--- src/rtl/seqcnt_pkg.sv ---
package seqcnt_pkg;

  localparam int CNT_W = 3;

  typedef logic [CNT_W-1:0] cnt_t;

  // legal loop, in visiting order
  localparam cnt_t CODE_A = 3'd0;
  localparam cnt_t CODE_B = 3'd6;
  localparam cnt_t CODE_C = 3'd5;
  localparam cnt_t CODE_D = 3'd3;
  localparam cnt_t CODE_E = 3'd2;
  localparam cnt_t CODE_F = 3'd1;

  // codes outside the loop
  localparam cnt_t CODE_X4 = 3'd4;
  localparam cnt_t CODE_X7 = 3'd7;

endpackage

--- src/rtl/seqcnt_excite.sv ---
module seqcnt_excite
  import seqcnt_pkg::*;
(
  input  cnt_t q_i,
  output cnt_t j_o,
  output cnt_t k_o
);

  logic b2, b1, b0;

  always_comb begin
    b2 = q_i[2];
    b1 = q_i[1];
    b0 = q_i[0];

    // bit 2: sets only from 000, holds only in 110
    j_o[2] = ~b1 & ~b0;
    k_o[2] = ~b1 | b0;

    // bit 1: sets from 000 and 101, holds only in 011
    j_o[1] = ~(b2 ^ b0);
    k_o[1] = b2 | ~b0;

    // bit 0: sets from 110 and 010, holds only in 101
    j_o[0] = b1;
    k_o[0] = ~b2 | b1;
  end

endmodule

--- src/rtl/seqcnt_jk_bank.sv ---
module seqcnt_jk_bank #(
  parameter int WIDTH = 3
) (
  input  logic             clk,
  input  logic             rst,
  input  logic [WIDTH-1:0] j_i,
  input  logic [WIDTH-1:0] k_i,
  output logic [WIDTH-1:0] q_o
);

  logic [WIDTH-1:0] q_r;

  always_ff @(posedge clk) begin
    if (rst) begin
      q_r <= '0;
    end else begin
      for (int b = 0; b < WIDTH; b++) begin
        case ({j_i[b], k_i[b]})
          2'b00:   q_r[b] <= q_r[b];
          2'b01:   q_r[b] <= 1'b0;
          2'b10:   q_r[b] <= 1'b1;
          default: q_r[b] <= ~q_r[b];
        endcase
      end
    end
  end

  assign q_o = q_r;

endmodule

--- src/rtl/seqcnt_top.sv ---
module seqcnt_top (
  input  logic                          clk,
  input  logic                          rst,
  output logic [seqcnt_pkg::CNT_W-1:0]  count_o,
  output logic [seqcnt_pkg::CNT_W-1:0]  j_o,
  output logic [seqcnt_pkg::CNT_W-1:0]  k_o
);

  import seqcnt_pkg::*;

  cnt_t state_w;
  cnt_t jx_w;
  cnt_t kx_w;

  seqcnt_excite u_excite (
    .q_i (state_w),
    .j_o (jx_w),
    .k_o (kx_w)
  );

  seqcnt_jk_bank #(
    .WIDTH (CNT_W)
  ) u_bank (
    .clk (clk),
    .rst (rst),
    .j_i (jx_w),
    .k_i (kx_w),
    .q_o (state_w)
  );

  assign count_o = state_w;
  assign j_o     = jx_w;
  assign k_o     = kx_w;

endmodule

--- config.mk ---
export PLATFORM = sky130hd
export DESIGN_NAME = seqcnt_top
export DESIGN_NICKNAME = d
export VERILOG_FILES = /design/src/rtl/seqcnt_pkg.sv /design/src/rtl/seqcnt_excite.sv /design/src/rtl/seqcnt_jk_bank.sv /design/src/rtl/seqcnt_top.sv
export SDC_FILE = /design/constraint.sdc
export NUM_CORES = 1
export LEC_CHECK = 0
export CAP_MARGIN = 5
export CORE_AREA = 4 4 41 43
export DETAILED_ROUTE_END_ITERATION = 6
export DIE_AREA = 0 0 45 47
export GPL_TIMING_DRIVEN = 0
export HOLD_SLACK_MARGIN = 0.08
export PLACE_DENSITY = 0.35
export SLEW_MARGIN = 20
export SYNTH_ARGS = -nofsm -noshare
export SYNTH_HDL_FRONTEND = slang
export SYNTH_SLANG_ARGS = --single-unit
--- constraint.sdc ---
create_clock -name clk -period 1.6 [get_ports clk]
set_clock_uncertainty 0.05 [all_clocks]
set_input_delay 0.32 -clock clk [delete_from_list [all_inputs] [get_ports clk]]
set_output_delay 0.32 -clock clk [all_outputs]
set_load 0.01 [all_outputs]
==> metrics.txt <==
post-CTS setup buffer count=0; CTS Buffer Depth=2; antenna violations before repair=0; Crit path max-delay family=buffers and inverters; number of flip-flops in the largest register=3; final period utilization=0.953; status=finished, final reports clean; clock share of power=0.208; headroom to the max-slew limit=0.876; Fin Hold WS=475 ps; drt wl/cell=10.2 um; CP startpoint kind=flip-flop; die area=2120 um2; TritonRoute pass-1 iters=4; EDFF count, synth=0; Net Sw Power=0.244 mW; Main synth FF type=dfxtp_1; area grow syn2layout=76.4%; residual DRC count=0; post-synthesis register bit count=3; Power Dens Cells=1880 nW/um2; cts hold-fix bufs=0; DR iter-0 viols=4; worst path cell trace=clkdlybuf4s50_1; RSZ-0062 raised after global routing=no; WS Path Type=flip-flop to output pin; clk sinks=3; fillcell total=161; final antenna-violating net count=0; Static Leakage=0.144 nW; Ports=11; fin crit period=around 1500 ps; max incr delay on CP=~540 ps; vias post-DR=204; power share of the sequential group=0.259; vias per cell=3.92; Final GP Congestion=0.696; first-pass GRT wire length=883 um; switching share of power=0.374; Crit. Startpoint=u_bank.q_o[1]; Die Span Y=around 47 um; Tot GR Track Use=0.0679; Syn. warnings=0; Max-Cap Viols=0; synthesized netlist cell count=23; worst min-delay path category=flip-flop to flip-flop; Synth Area per Inst=8.54 um2; Worst EP required=1230 ps; Detailed Place HPWL=381 um; GR Overflow Total=0; nets=43; # diodes=0; WP data arrival=1160 ps; fin. max-slew vios=0; fraction of registers with async set/reset=0; H-tree depth=1; die width=45 um; slowest stage cell, crit path=clkdlybuf4s50_1; most common library cell in the layout ignoring fill and taps=dlygate4sd2_1; syn_nets=28; CTS tree=yes; clk_lat worst skew=230 ps; largest fanout on the critical path=9; Site Rows=13; Core Box Area=1300 um2; r2r startpoint=u_bank.q_o[0]; initial core utilization=0.151; Detailed Route WL=approximately 530 um; most frequent cells in the layout=5 x dlygate4sd2_1, 4 x nand2b_1, 4 x inv_1, 4 x clkdlybuf4s50_1; number of global-route vias before repair=between 200 and 250; total CTS buffers=3; Total Power=0.652 mW; layout cell share with drive strength beyond 1=0.216; post-synth cell types=13; Comb pwr share=0.533; Worst-path clk slew=40 ps; Setup crit end kind=output pin; f_max=655 MHz; I/O Buffers=10; final setup fails=0; largest net degree at the start of global routing=10; Seq/Total Area, Yosys=0.306; clock root buffer=clkbuf_4; Synth Cell Area=roughly 200 um2; hold_sp=u_bank.q_o[1]; Cell Int Power=0.408 mW; Hold Fails Final Rpt=0; worst slew pin tran=184 ps; Worst VDD drop=0.596 mV; WP buf/inv=1
-- through the flow --
stage          worst slack, ps   util  cell area (um2)  TNS [ps]  cells
6_report                  74.4  0.266              347         0     52
5_1_grt                   6.64  0.266              347         0     52
4_1_cts                   10.8  0.265              345         0     52
3_5_place_dp             -66.7  0.242              315      -130     48
3_3_place_gp             -53.2  0.242              315      -105     48
2_1_floorplan              108      -              196         0     23
-- layer usage --
layer  part of all wire  GRT usage
met1               0.43     0.0612
met4                  0      0.123
met5                  0          0
met3              0.017     0.0153
met2               0.55     0.0960
-- timing repair --
item,4_1_cts,5_1_grt
hold endpoints to repair,0,0
resized for setup,12,1
setup endpoints to repair,9,1
-- power groups by stage --
| stage | clock, mW | sequential (mW) | combinational (mW) |
|---|---|---|---|
| 3_3_place_gp | 0 | 0.153 | 0.389 |
| 3_5_place_dp | 0 | 0.154 | 0.392 |
| 2_1_floorplan | 0 | 0.153 | 0.188 |
| 6_report | 0.136 | 0.169 | 0.347 |
| 5_1_grt | 0.148 | 0.182 | 0.384 |
| 4_1_cts | 0.141 | 0.170 | 0.348 |
-- path summary, 6_finish.rpt --
| check | end | slack, ps | cells after the start |
|---|---|---|---|
| min reg2reg | u_bank.q_o[1] | 480 | 2 |
| max | count_o[1] | 70 | 1 |
| min | u_bank.q_o[1] | 480 | 2 |
| max reg2reg | u_bank.q_o[2] | 190 | 5 |
-- synth_stat cells (3+ instances only) --
cell type / number / area share
ha_1: 3 / 0.19
dfxtp_1: 3 / 0.31
nand2b_1: 4 / 0.13
inv_1: 4 / 0.076
-- logic make-up (layout without fill, tap and decap cells) --
logic type | count (synthesis) | after routing | synth area share
DFF | 3 | 3 | 0.306
buffers and inverters | 5 | 19 | 0.115
and+or+nand+nor | 9 | 9 | 0.274
adders and majority gates | 3 | 3 | 0.191
AOI/OAI and AO/OA | 3 | 3 | 0.115
-- final cells by class --
class	count	area, um2	area share
Multi-Input combinational cell	15	114	0.329
Clock buffer	4	26.3	0.0758
Sequential cell	3	71.3	0.206
Timing Repair Buffer	10	93.8	0.271
Tap cell	15	18.8	0.0542
Buffer	1	7.51	0.0217
Inverter	4	15.0	0.0433
No activity file was read; power rests on OpenSTA's default activity.
